**config.mk**
```make
export PLATFORM = sky130hd
export DESIGN_NAME = wdog_supervisor
export DESIGN_NICKNAME = d
export VERILOG_FILES = /design/src/rtl/wdog_pkg.sv /design/src/rtl/wdog_prescaler.sv /design/src/rtl/wdog_counter.sv /design/src/rtl/wdog_pulse.sv /design/src/rtl/wdog_supervisor.sv
export SDC_FILE = /design/constraint.sdc
export NUM_CORES = 1
export LEC_CHECK = 0
export ABC_AREA = 1
export ABC_CLOCK_PERIOD_IN_PS = 2700
export BUFFER_PORTS_ARGS = -buffer_cell sky130_fd_sc_hd__buf_2
export CORE_MARGIN = 1.5
export CORE_UTILIZATION = 58
export DETAILED_ROUTE_END_ITERATION = 8
export HOLD_SLACK_MARGIN = 0.03
export PLACE_DENSITY_LB_ADDON = 0.25
export SYNTH_ARGS = -nofsm -noshare
export SYNTH_HDL_FRONTEND = slang
export SYNTH_HIERARCHICAL = 1
export SYNTH_SLANG_ARGS = --single-unit
```
**constraint.sdc**
```tcl
create_clock -name clk -period 2.7 [get_ports clk]
set_clock_uncertainty 0.1 [all_clocks]
set_input_delay 0.135 -clock clk [delete_from_list [all_inputs] [get_ports clk]]
set_output_delay 0.135 -clock clk [all_outputs]
set_load 0.01 [all_outputs]
```
**src/rtl/wdog_pkg.sv**
```systemverilog
package wdog_pkg;
  localparam int CFG_W     = 8;
  localparam int MULT_W    = 5;
  localparam int RES_W     = 2;
  localparam int STEP_LOG2 = 2;
  localparam int PRE_W     = ((1 << RES_W) - 1) * STEP_LOG2;

  typedef struct packed {
    logic              steer;
    logic [MULT_W-1:0] mult;
    logic [RES_W-1:0]  res;
  } wd_cfg_t;

  // last prescaler state for a resolution code: 4**code - 1
  function automatic logic [PRE_W-1:0] res_last(input logic [RES_W-1:0] code);
    logic [PRE_W:0] one_hot;
    one_hot = (PRE_W+1)'(1) << (int'(code) * STEP_LOG2);
    return PRE_W'(one_hot - (PRE_W+1)'(1));
  endfunction
endpackage

```
**src/rtl/wdog_prescaler.sv**
```systemverilog
module wdog_prescaler
  import wdog_pkg::*;
(
  input  logic             clk,
  input  logic             rst_n,
  input  logic             tick_i,
  input  logic             restart_i,
  input  logic [RES_W-1:0] res_i,
  output logic             unit_o
);
  logic [PRE_W-1:0] pre_q;
  logic [PRE_W-1:0] last_w;
  logic             wrap_w;

  assign last_w = res_last(res_i);
  assign wrap_w = (pre_q == last_w);
  assign unit_o = tick_i & ~restart_i & wrap_w;

  always_ff @(posedge clk or negedge rst_n) begin
    if (!rst_n)         pre_q <= '0;
    else if (restart_i) pre_q <= '0;
    else if (tick_i)    pre_q <= wrap_w ? '0 : pre_q + PRE_W'(1);
  end
endmodule

```
**src/rtl/wdog_counter.sv**
```systemverilog
module wdog_counter
  import wdog_pkg::*;
(
  input  logic              clk,
  input  logic              rst_n,
  input  logic              unit_i,
  input  logic              restart_i,
  input  logic [MULT_W-1:0] mult_i,
  output logic              timeout_o
);
  logic [MULT_W-1:0] cnt_q;
  logic              armed_w;

  assign armed_w   = (mult_i != '0);
  assign timeout_o = unit_i & armed_w & (cnt_q == mult_i - MULT_W'(1));

  always_ff @(posedge clk or negedge rst_n) begin
    if (!rst_n)                 cnt_q <= '0;
    else if (restart_i)         cnt_q <= '0;
    else if (timeout_o)         cnt_q <= '0;
    else if (unit_i && armed_w) cnt_q <= cnt_q + MULT_W'(1);
  end
endmodule

```
**src/rtl/wdog_pulse.sv**
```systemverilog
module wdog_pulse #(
  parameter int RST_TICKS = 4
) (
  input  logic clk,
  input  logic rst_n,
  input  logic tick_i,
  input  logic start_i,
  output logic active_o
);
  localparam int PW = $clog2(RST_TICKS + 1);
  logic [PW-1:0] left_q;

  always_ff @(posedge clk or negedge rst_n) begin
    if (!rst_n) begin
      left_q   <= '0;
      active_o <= 1'b0;
    end else if (start_i) begin
      left_q   <= PW'(RST_TICKS);
      active_o <= 1'b1;
    end else if (active_o && tick_i) begin
      left_q <= left_q - PW'(1);
      if (left_q == PW'(1)) active_o <= 1'b0;
    end
  end
endmodule

```
**src/rtl/wdog_supervisor.sv**
```systemverilog
module wdog_supervisor
  import wdog_pkg::*;
#(
  parameter int RST_TICKS = 4
) (
  input  logic             clk,
  input  logic             rst_n,
  input  logic             tick_i,
  input  logic             wr_en_i,
  input  logic [CFG_W-1:0] wr_data_i,
  input  logic             pwr_fail_i,
  input  logic             flag_clr_i,
  output logic             rst_req_o,
  output logic             irq_o,
  output logic             flag_o
);
  wd_cfg_t cfg_q;
  logic    wr_ok_w;
  logic    restart_w;
  logic    unit_w;
  logic    timeout_w;
  logic    tmo_rst_w;
  logic    tmo_irq_w;
  logic    pulse_w;

  assign wr_ok_w   = wr_en_i & ~pulse_w;
  assign restart_w = wr_ok_w | pwr_fail_i;
  assign tmo_rst_w = timeout_w & cfg_q.steer;
  assign tmo_irq_w = timeout_w & ~cfg_q.steer;
  assign rst_req_o = pulse_w;

  always_ff @(posedge clk or negedge rst_n) begin
    if (!rst_n)          cfg_q <= '0;
    else if (pwr_fail_i) cfg_q <= '0;
    else if (wr_ok_w)    cfg_q <= wd_cfg_t'(wr_data_i);
    else if (tmo_rst_w)  cfg_q <= '0;
  end

  always_ff @(posedge clk or negedge rst_n) begin
    if (!rst_n) begin
      irq_o  <= 1'b0;
      flag_o <= 1'b0;
    end else begin
      if (restart_w)      irq_o <= 1'b0;
      else if (tmo_irq_w) irq_o <= 1'b1;
      if (timeout_w)       flag_o <= 1'b1;
      else if (flag_clr_i) flag_o <= 1'b0;
    end
  end

  wdog_prescaler u_pre (
    .clk(clk), .rst_n(rst_n), .tick_i(tick_i), .restart_i(restart_w),
    .res_i(cfg_q.res), .unit_o(unit_w)
  );

  wdog_counter u_cnt (
    .clk(clk), .rst_n(rst_n), .unit_i(unit_w), .restart_i(restart_w),
    .mult_i(cfg_q.mult), .timeout_o(timeout_w)
  );

  wdog_pulse #(.RST_TICKS(RST_TICKS)) u_pulse (
    .clk(clk), .rst_n(rst_n), .tick_i(tick_i), .start_i(tmo_rst_w),
    .active_o(pulse_w)
  );
endmodule

```
# ---- Yosys cells after proc, flatten, opt, wreduce, memory -nomap -nowiden
# Cells that the tools add are included.
dict set report classes {
  n_shift 1
  muxes 18
  n_bitwise 11
  eq_ne 3
  n_addsub 5
  reduce_logical 11
}
# operator count
set op_table {}
lappend op_table {{$mux W8} 3}
lappend op_table {{$mux W6} 3}
lappend op_table {{$mux W5} 3}
lappend op_table {{$reduce_bool A2 Y1} 5}
lappend op_table {{$and A1 B1 Y1} 7}
lappend op_table {{$mux W1} 7}
lappend op_table {{$add A6 B1 Y6 const B} 1}
lappend op_table {{$eq A6 B6 Y1} 1}
lappend op_table {{$mux W3} 2}
lappend op_table {{$reduce_bool A3 Y1} 2}
lappend op_table {{$shl A1 B3 Y6 const A} 1}
lappend op_table {{$sub A6 B1 Y6 const B} 1}
lappend op_table {{$add A5 B1 Y5 const B} 1}
lappend op_table {{$eq A5 B5 Y1} 1}
lappend op_table {{$reduce_bool A5 Y1} 1}
lappend op_table {{$sub A5 B1 Y5 const B} 1}
lappend op_table {{$eq A3 B1 Y1 const B} 1}
lappend op_table {{$not A1 Y1} 3}
lappend op_table {{$sub A3 B1 Y3 const B} 1}
lappend op_table {{$logic_and A1 B1 Y1} 2}
lappend op_table {{$reduce_and A2 Y1} 1}
lappend op_table {{$or A1 B1 Y1} 1}
dict set report totals {
  reg_bits 25
  in_bits 14
}

# ---- Depth between registers and ports, before layout
# Gate-level depths: netlist of the first run.
dict set report depth {
  ltp_word 12
  ltp_mapped 15
  mapped_depth_nobuf 15
}

# ---- Modules after synthesis
# The synthesis of the first run kept the hierarchy.
# mod cells_each n_inst seq_area_each_um2 area_per_inst_um2
set modules_own_cells {}
lappend modules_own_cells {wdog_counter 74 1 125.1 494.2}
lappend modules_own_cells {wdog_supervisor 47 1 250.2 441.7}
lappend modules_own_cells {wdog_prescaler 67 1 150.1 432.9}
lappend modules_own_cells {wdog_pulse 25 1 100.1 211.5}

# ---- Worst setup path before layout of the first run
# OpenSTA, ideal clock, no wires.
dict set report synth_timing {
  path_type {register -> register}
  from {register u_pulse.active_o}
  to {register u_pulse.left_q[1]}
  slack_ns 0.690
  required_ns 2.484
  setup_time_ns 0.116
  t_arrival_ns 1.794
  stages_incl_launch_ff 14
  n_path_buf 0
  synth_period_minus_slack_ns 2.010
  cell_sequence {dfrtp_1 -> inv_2 -> nand2_4 -> nand2_2 -> nor3_2 -> nand2_2 -> a21oi_2 -> nand3_4 -> inv_1 -> nand2_2 -> inv_1 -> inv_2 -> nand3_1 -> nand2_1}
}
dict set report synth_via {
  elab_chain_cells 10
}
# element line_no
set synth_lines {}
lappend synth_lines {{start: declaration} wdog_pulse.sv:8} ;# output logic active_o
lappend synth_lines {{start signal: assignment} wdog_pulse.sv:16} ;# active_o <= 1'b0;
lappend synth_lines {{start signal: assignment} wdog_pulse.sv:19} ;# active_o <= 1'b1;
lappend synth_lines {{start signal: assignment} wdog_pulse.sv:22} ;# if (left_q == PW'(1)) active_o <= 1'b0;
lappend synth_lines {{$not A1 Y1 (*)} wdog_supervisor.sv:26} ;# assign wr_ok_w = wr_en_i & ~pulse_w;
lappend synth_lines {{$and A1 B1 Y1 (*)} wdog_supervisor.sv:26}
lappend synth_lines {{$or A1 B1 Y1 (*)} wdog_supervisor.sv:27} ;# assign restart_w = wr_ok_w | pwr_fail_i;
lappend synth_lines {{named net restart_w} wdog_supervisor.sv:19} ;# logic restart_w;
lappend synth_lines {{$not A1 Y1 (*)} wdog_prescaler.sv:17} ;# assign unit_o = tick_i & ~restart_i & wrap_w;
lappend synth_lines {{$and A1 B1 Y1 (*) (2 in a row)} wdog_prescaler.sv:17}
lappend synth_lines {{named net unit_w} wdog_supervisor.sv:20} ;# logic unit_w;
lappend synth_lines {{$and A1 B1 Y1 (*) (2 in a row)} wdog_counter.sv:15} ;# assign timeout_o = unit_i & armed_w & (cnt_q == mult_i - MULT_W'(1));
lappend synth_lines {{named net timeout_w} wdog_supervisor.sv:21} ;# logic timeout_w;
lappend synth_lines {{$and A1 B1 Y1 (*)} wdog_supervisor.sv:28} ;# assign tmo_rst_w = timeout_w & cfg_q.steer;
lappend synth_lines {{named net tmo_rst_w} wdog_supervisor.sv:22} ;# logic tmo_rst_w;
lappend synth_lines {{$mux W3 / $reduce_bool A2 Y1 (equally long branches)} --}
lappend synth_lines {{end signal: assignment} wdog_pulse.sv:18} ;# left_q <= PW'(RST_TICKS);
lappend synth_lines {{end signal: assignment} wdog_pulse.sv:21} ;# left_q <= left_q - PW'(1);
lappend synth_lines {{end: declaration} wdog_pulse.sv:11} ;# logic [PW-1:0] left_q;
# Mark *: on every way through the listed nets, which the timed path passes. The rest lies on a longest branch.
# A chain may end at the register's enable or synchronous reset.

# ---- Worst setup path in the final report of the first run
# Ends and elaborated chain as after synthesis.

==> results of run 1 <==
-- routing by layer --
| metal | GRT usage (%) | wire length, um |
|---|---|---|
| met1 | 32.2 | 1610 |
| met2 | 36.5 | 1410 |
| met3 | 3.23 | 117 |
| met4 | 9.76 | 31 |
| met5 | 0 | 0 |
-- stage by stage --
stage / hold WS, ns / utilization [%]
3_3_place_gp: 0.0649 / 67.0
6_report: 0.0440 / 72.0
2_1_floorplan: -0.261 / -
5_1_grt: 0.0618 / 72.0
3_5_place_dp: 0.0618 / 67.0
4_1_cts: 0.0349 / 72.0
-- worst max-delay path, stage by stage, from the launching register on --
cell and delay (ns):
dfrtp_1 0.50, inv_2 0.07, nand2_4 0.14, nand2_2 0.15, nor3_2 0.29, nand2_2 0.11
a21oi_2 0.16, nand3_4 0.11, inv_1 0.10, nand2_2 0.11, inv_1 0.09, inv_2 0.06
nand3_1 0.07, nand2_1 0.05
-- synth_stat cells --
master,n,area (um^2)
nor2_2,2,12.5
nor2_4,1,11.3
buf_4,1,7.51
ha_1,5,62.6
nand3_4,1,17.5
a21oi_2,2,17.5
xor2_1,7,61.3
o21ai_1,2,10.0
xnor2_1,1,8.76
nand4_1,10,62.6
nor2_8,1,20.0
nor2_1,14,52.6
inv_1,26,97.6
inv_2,3,11.3
nand3_2,3,30.0
a21oi_1,1,5.00
nor3_2,1,10.0
dfrtp_1,25,626
nand2_4,1,11.3
nand2_2,6,37.5
inv_4,1,6.26
nand2_1,75,282
nand3_1,24,120
-- power by group through the flow --
stage                     Sequential (mW)  Clock [mW]  Combinational [mW]
after floorplan                     0.399           0              0.0675
after global placement              0.401           0              0.0975
after detailed placement            0.401           0               0.100
after CTS                           0.394       0.178               0.111
after global routing                0.396       0.187               0.128
final                               0.394       0.172               0.112
-- state kept, by name, summed over array words and instances (netlist names) --
signal / count
u_cnt/cnt_q: 5
flag_o: 1
u_pulse/active_o: 1
u_pulse/left_q: 3
cfg_q: 8
irq_o: 1
u_pre/pre_q: 6
-- final cells by class --
cell class / instances / share of cell area [%]
well taps: 30 / 2.07
inverters: 30 / 6.34
clock buffers: 4 / 1.45
repair buffers: 26 / 9.92
multi-input cells: 157 / 45.8
flip-flops and latches: 25 / 34.4
-- worst max-delay path by stage --
| stage | slack [ns] | startpoint | end | depth (start not counted) |
|---|---|---|---|---|
| finish | 0.49 | u_pulse/active_o | u_pulse/left_q[1] | 13 |
| global route | 0.26 | u_pre/pre_q[2] | u_pulse/left_q[1] | 14 |
| CTS | 0.49 | u_pulse/active_o | u_pulse/left_q[1] | 13 |
| detailed placement | 0.51 | u_pulse/active_o | u_pulse/left_q[1] | 13 |
| global placement | 0.64 | u_pulse/active_o | u_pulse/left_q[1] | 13 |
| floorplan | 0.69 | u_pulse/active_o | u_pulse/left_q[1] | 13 |
-- logic make-up (layout without fill, tap and decap cells) --
logic type / count (synthesis) / in the layout / share of synthesized area [%]
simple gates: 139 / 139 / 42.2
buf+inv: 31 / 60 / 7.76
flops: 25 / 25 / 39.6
xor+xnor: 8 / 8 / 4.43
fa+ha+maj: 5 / 5 / 3.96
compound gates: 5 / 5 / 2.06
-- repair_timing --
action	4_1_cts	5_1_grt
hold endpoints to repair	34	0
buffers inserted	0	0
hold buffers	10	0
==> metrics.md, run 1 <==
| Metric | Value |
|---|---|
| PortBufs | 16 |
| Unrepaired setup endpoints after global routing | false |
| DRC Markers | 0 |
| Number of buffers created by CTS | 3 |
| Commonest non-fill, non-tap cell in the layout | nand2_1 |
| Finished Layout Cells | 272 |
| Sequential share of the synthesized area | 39.6% |
| DR iter-0 viols | 43 |
| GRT Util Overall | 23.3% |
| H-Tree Depth | 1 |
| Most frequent cells in the layout | 75 x nand2_1, 26 x inv_1, 25 x dfrtp_1 |
| TritonRoute pass-1 iters | 4 |
| Slew Viols, Final | 0 |
| P_leak | slightly above 1 nW |
| CP endpoint kind | flip-flop |
| Mapped Cells | 213 |
| Power Total | 0.679 mW |
| Clock Sinks | 25 |
| Arrival time worst endpoint | 2.34 ns |
| Synthesized area per cell | 7.42 um^2 |
| Fill cells | 205 |
| Die X | 55.2 um |
| Clk pin slew, worst setup/hold paths | about 0.14 ns |
| Internal cell power | around 0.49 mW |
| Post-cts sizing count | 0 |
| Final WS setup | 0.486 ns |
| Worst Path Max Fanout | 10 |
| Max Cap Violations | 0 |
| Power Dens Cells | 373 nW/um^2 |
| Yosys warns | 6 |
| Clock power share | 25.3% |
| Slew Limit Headroom | 63.0% |
| Minimum clock period | 2.21 ns |
| Sequential Power Share | 58.1% |
| Max Buffers Root-to-Sink | 2 |
| Worst r2r src | u_pulse/active_o |
| R2R cell count | 13 |
| Remaining antenna violation count | 0 |
| Sum Neg Setup Slack | 0 ns |
| HP Start | tick_i |
| DR WL/cell | 11.7 um |
| Combinational cell fraction of total power | 16.6% |
| Slew @ Worst Pin | roughly 0.55 ns |
| Peak supply drop | around 0.32 mV |
| Largest net degree at the start of global routing | 26 |
| Initial Utilization | 62.6% |
| Area of the multi-input gates | between 800 and 900 um^2 |
| Library cells used by synthesis | 23 |
| Total gr overflow | 0 |
| Worst Setup Start Kind | flip-flop |
| Final period utilization | roughly 80% |
| Final Hold Vio Count | 0 |
| Initial antenna violation count | 0 |
| Fin area | roughly 1800 um^2 |
| NetSw | ~0.19 mW |
| Placed cell count | 258 |
| Worst hold path depth | 3 |
| Share of layout cells above drive strength 1 | approximately 17% |
| I/O pin count | 17 |
| Placer Congestion | 0.846 |
| Synth Register Bits | 25 |
| R2r setup slk | 0.49 ns |
| Worst hold path type | input port to flip-flop |
| Row cnt | 18 |
| DPL Wire Length | ~2.2 mm |
| Switch share | 28.5% |
| Sink of the worst hold path | u_pre/pre_q[3] |
| Core Area | 2520 um^2 |
| Final WL | 3.17 mm |
| Via count | 1,385 |
| Diodes inserted | 0 |
| Clk_lat worst skew | around 0.32 ns |
| Syn Nets | ~230 |
| Reg area | 626 um^2 |
| Vias in the first global route | ~1,200 |
| Layout Nets | 262 |
| First-pass GRT wire length | 5.11 mm |
| DP Area | 1690 um^2 |
| Final setup viols | 0 |
| Synthesized cell area | 1580 um^2 |
| Critical R2R Capture | u_pulse/left_q[1] |
| Die H | 55.2 um |
| Worst Path Required | 2.83 ns |
| Vias/cell | between 5 and 6 |
| Die area | 3050 um^2 |
| Status | completed |
| CP Class | flip-flop to flip-flop |
| Area grow syn2layout | 15.0% |
| Root buf cell | clkbuf_4 |
| Worst slack at placement | just over 0.5 ns |
| CTS tree | built |
| Fmax | 0.452 GHz |
(Power assumes the default switching activity.)
==> inputs of run 2 (changes only) <==
--- a/config.mk
+++ b/config.mk
@@ -6,10 +6,10 @@
 export NUM_CORES = 1
 export LEC_CHECK = 0
 export ABC_AREA = 1
-export ABC_CLOCK_PERIOD_IN_PS = 2700
+export ABC_CLOCK_PERIOD_IN_PS = 1900
 export BUFFER_PORTS_ARGS = -buffer_cell sky130_fd_sc_hd__buf_2
 export CORE_MARGIN = 1.5
-export CORE_UTILIZATION = 58
+export CORE_UTILIZATION = 52
 export DETAILED_ROUTE_END_ITERATION = 8
 export HOLD_SLACK_MARGIN = 0.03
 export PLACE_DENSITY_LB_ADDON = 0.25
==> constraint.sdc (replaced) <==
create_clock -name clk -period 1.9 [get_ports clk]
set_clock_uncertainty 0.1 [all_clocks]
set_input_delay 0.095 -clock clk [delete_from_list [all_inputs] [get_ports clk]]
set_output_delay 0.095 -clock clk [all_outputs]
set_load 0.01 [all_outputs]
==> metrics.md, run 2 (synthesis results as in run 1) <==
| Metric | Value |
|---|---|
| DPL Wire Length | 2.35 mm (+5.3%) |
| Slew Viols, Final | 0 (unchanged) |
| Worst-path cell chain | buf_6 > inv_2 > nand2_2 > nand2_2 > nand3_4 > nor3_4 > nand2_2 > a21oi_2 > nand3_4 > inv_4 > nand2_8 > clkinv_4 > inv_6 > nand2_1 > nand2_1 |
| Slew @ Worst Pin | 0.573 ns (+0.0184 ns) |
| Number of buffers created by CTS | 3 (unchanged) |
| Vias in the first global route | 1,377 (+18%) |
| Largest delay contributor family on the critical path | simple AND/OR/NAND/NOR gates |
| Switch share | 29.0% (+0.45 points) |
| DR WL/cell | 11.9 um (+2.4%) |
| Placer Congestion | 0.789 (-6.8%) |
| Die area | 3380 um^2 (+11%) |
| P_leak | 1.13 nW (+10%) |
| Arrival time worst endpoint | 2.08 ns (-0.26 ns) |
| Core Util, Final | 72.8% (+0.78 points) |
| Initial antenna violation count | 0 (unchanged) |
| Initial Utilization | 55.9% (-6.8 points) |
| Area grow syn2layout | 30.3% |
| Largest registers | cfg_q x8, u_pre/pre_q x6, u_cnt/cnt_q x5 |
| Worst Path Max Fanout | 8 (-2) |
| Clk_lat worst skew | 0.33 ns (about the same) |
| Core Area | 2830 um^2 (+12%) |
| Peak supply drop | 0.305 mV (-4.4%) |
| DRC Markers | 2 (+2) |
| Root buf cell | clkbuf_4 |
| Fmax | 0.514 GHz (+14%) |
| H-Tree Depth | 1 (unchanged) |
| Power Dens Cells | 489 nW/um^2 (+31%) |
| DR iter-0 viols | 55 (+28%) |
| Die H | 58.1 um (+5.3%) |
| R2r setup slk | -0.05 ns (-0.53 ns) |
| Unrepaired setup endpoints after global routing | true |
| Worst Path Required | 2.03 ns (-0.80 ns) |
| First-pass GRT wire length | 5.85 mm (+14%) |
| Worst hold path type | input port to flip-flop |
| GRT Util Overall | 22.3% (-0.99 points) |
| Buf/Inv on CP | 5 (+1) |
| Vias/cell | 5.16 (+1.3%) |
| Final period utilization | 102% (+20 points) |
| Status | finished with violations |
| Clock power share | 24.6% (-0.7 points) |
| CTS tree | built |
| CP peak stage delay | 0.45 ns (-0.05 ns) |
| Max reg flops | 8 (unchanged) |
| Clock Sinks | 25 (unchanged) |
| Minimum clock period | 1.95 ns (-0.268 ns) |
| Max Buffers Root-to-Sink | 2 (unchanged) |
| Total gr overflow | 0 (unchanged) |
| Diodes inserted | 0 (unchanged) |
| Clk pin slew, worst setup/hold paths | 0.14 ns (about the same) |
| Via count | 1,516 (+9.5%) |
| Share of layout cells above drive strength 1 | 25.9% (+8.9 points) |
| Commonest non-fill, non-tap cell in the layout | nand2_1 |
| Most flop-heavy register | cfg_q |
| Worst slack at placement | -0.0263 ns (-0.534 ns) |
| PortBufs | 16 (unchanged) |
| TritonRoute pass-1 iters | 6 (+2) |
| Remaining antenna violation count | 0 (unchanged) |
| Largest net degree at the start of global routing | 26 (unchanged) |
| Die X | 58.1 um (+5.3%) |
| Worst Setup Start Kind | flip-flop |
| Final WL | 3.51 mm (+11%) |
| NetSw | 0.291 mW (+51%) |
| Row cnt | 19 (+1) |
| CP endpoint kind | flip-flop |
| Combinational cell fraction of total power | 19.6% (+3.0 points) |
| Internal cell power | 0.715 mW (+47%) |
| I/O pin count | 17 (unchanged) |
| CP Class | flip-flop to flip-flop |
| Slew Limit Headroom | 61.8% (-1.2 points) |
| Final WS setup | -0.0464 ns (-0.532 ns) |
| Max Cap Violations | 0 (unchanged) |
| Failing checks | design-rule violations, negative setup slack |
| Sequential Power Share | 55.8% (-2.3 points) |
| Cell at the slowest stage of the critical path | dfrtp_1 |
| Most frequent cells in the layout | 71 x nand2_1, 24 x dfrtp_1, 23 x inv_1, 23 x nand3_1, 16 x buf_2 |
| CP most frequent cell | nand2_2 |
| Layout Nets | 283 (+8.0%) |
| Final setup viols | 2 (+2) |
| Final Hold Vio Count | 0 (unchanged) |
run 2: metal layers:
metal	vias up	part of all wire (%)	GRT usage, %	wire length, um
li1	770	-	-	-
met1	704	46	30.0	1610
met2	38	49	39.1	1720
met3	4	4.3	2.68	151
met4	0	0.71	3.99	25
met5	-	0	0	0
run 2: worst min-delay path: cells and delay by family:
family / cells / cell delay (ns)
buffers and inverters: 1 / 0.16
AND/OR/NAND/NOR: 3 / 0.18
run 2: metrics by stage:
step                      total power, mW  area [um^2]  hold slack, ns  TNS (ns)  instances
after global placement              0.730         1810          0.0221         0        273
after global routing                 1.05         2060          0.0309     -1.96        294
after detailed placement            0.731         1810          0.0191   -0.0426        273
final                                1.01         2060          0.0228   -0.0887        294
after CTS                           0.994         2000          0.0338         0        293
after floorplan                     0.667         1600          -0.301  -0.00335        213
run 2: worst paths after layout:
kind | from | to | depth (start not counted)
min in group asynchronous | rst_n | flag_o | 2
hold / removal | pwr_fail_i | cfg_q[5] | 4
hold reg to reg | irq_o | irq_o | 2
setup reg to reg | cfg_q[1] | u_pulse/left_q[1] | 15
max in group asynchronous | rst_n | u_pulse/active_o | 2
setup / recovery | cfg_q[1] | u_pulse/left_q[1] | 15
run 2: cell type report:
class | count | area (um^2)
multi-input combinational | 157 | 886
inverter | 30 | 128
clock buffer | 4 | 26.3
sequential | 25 | 627
tap | 31 | 38.8
timing repair buffer | 47 | 354
fill | 209 | 769
run 2: power groups by stage:
stage	combinational, mW	sequential, mW	clock (mW)
2_1_floorplan	0.0997	0.567	0
4_1_cts	0.186	0.559	0.248
3_3_place_gp	0.161	0.569	0
6_report	0.197	0.561	0.248
5_1_grt	0.220	0.564	0.270
3_5_place_dp	0.162	0.569	0
run 2: timing repair:
action,CTS,global route
hold endpoints to repair,36,0
gates resized for setup,0,16
pin swaps,2,11
hold buffers,15,0
buffers inserted,1,1
cloned,0,0
endpoints found under the setup margin,2,18
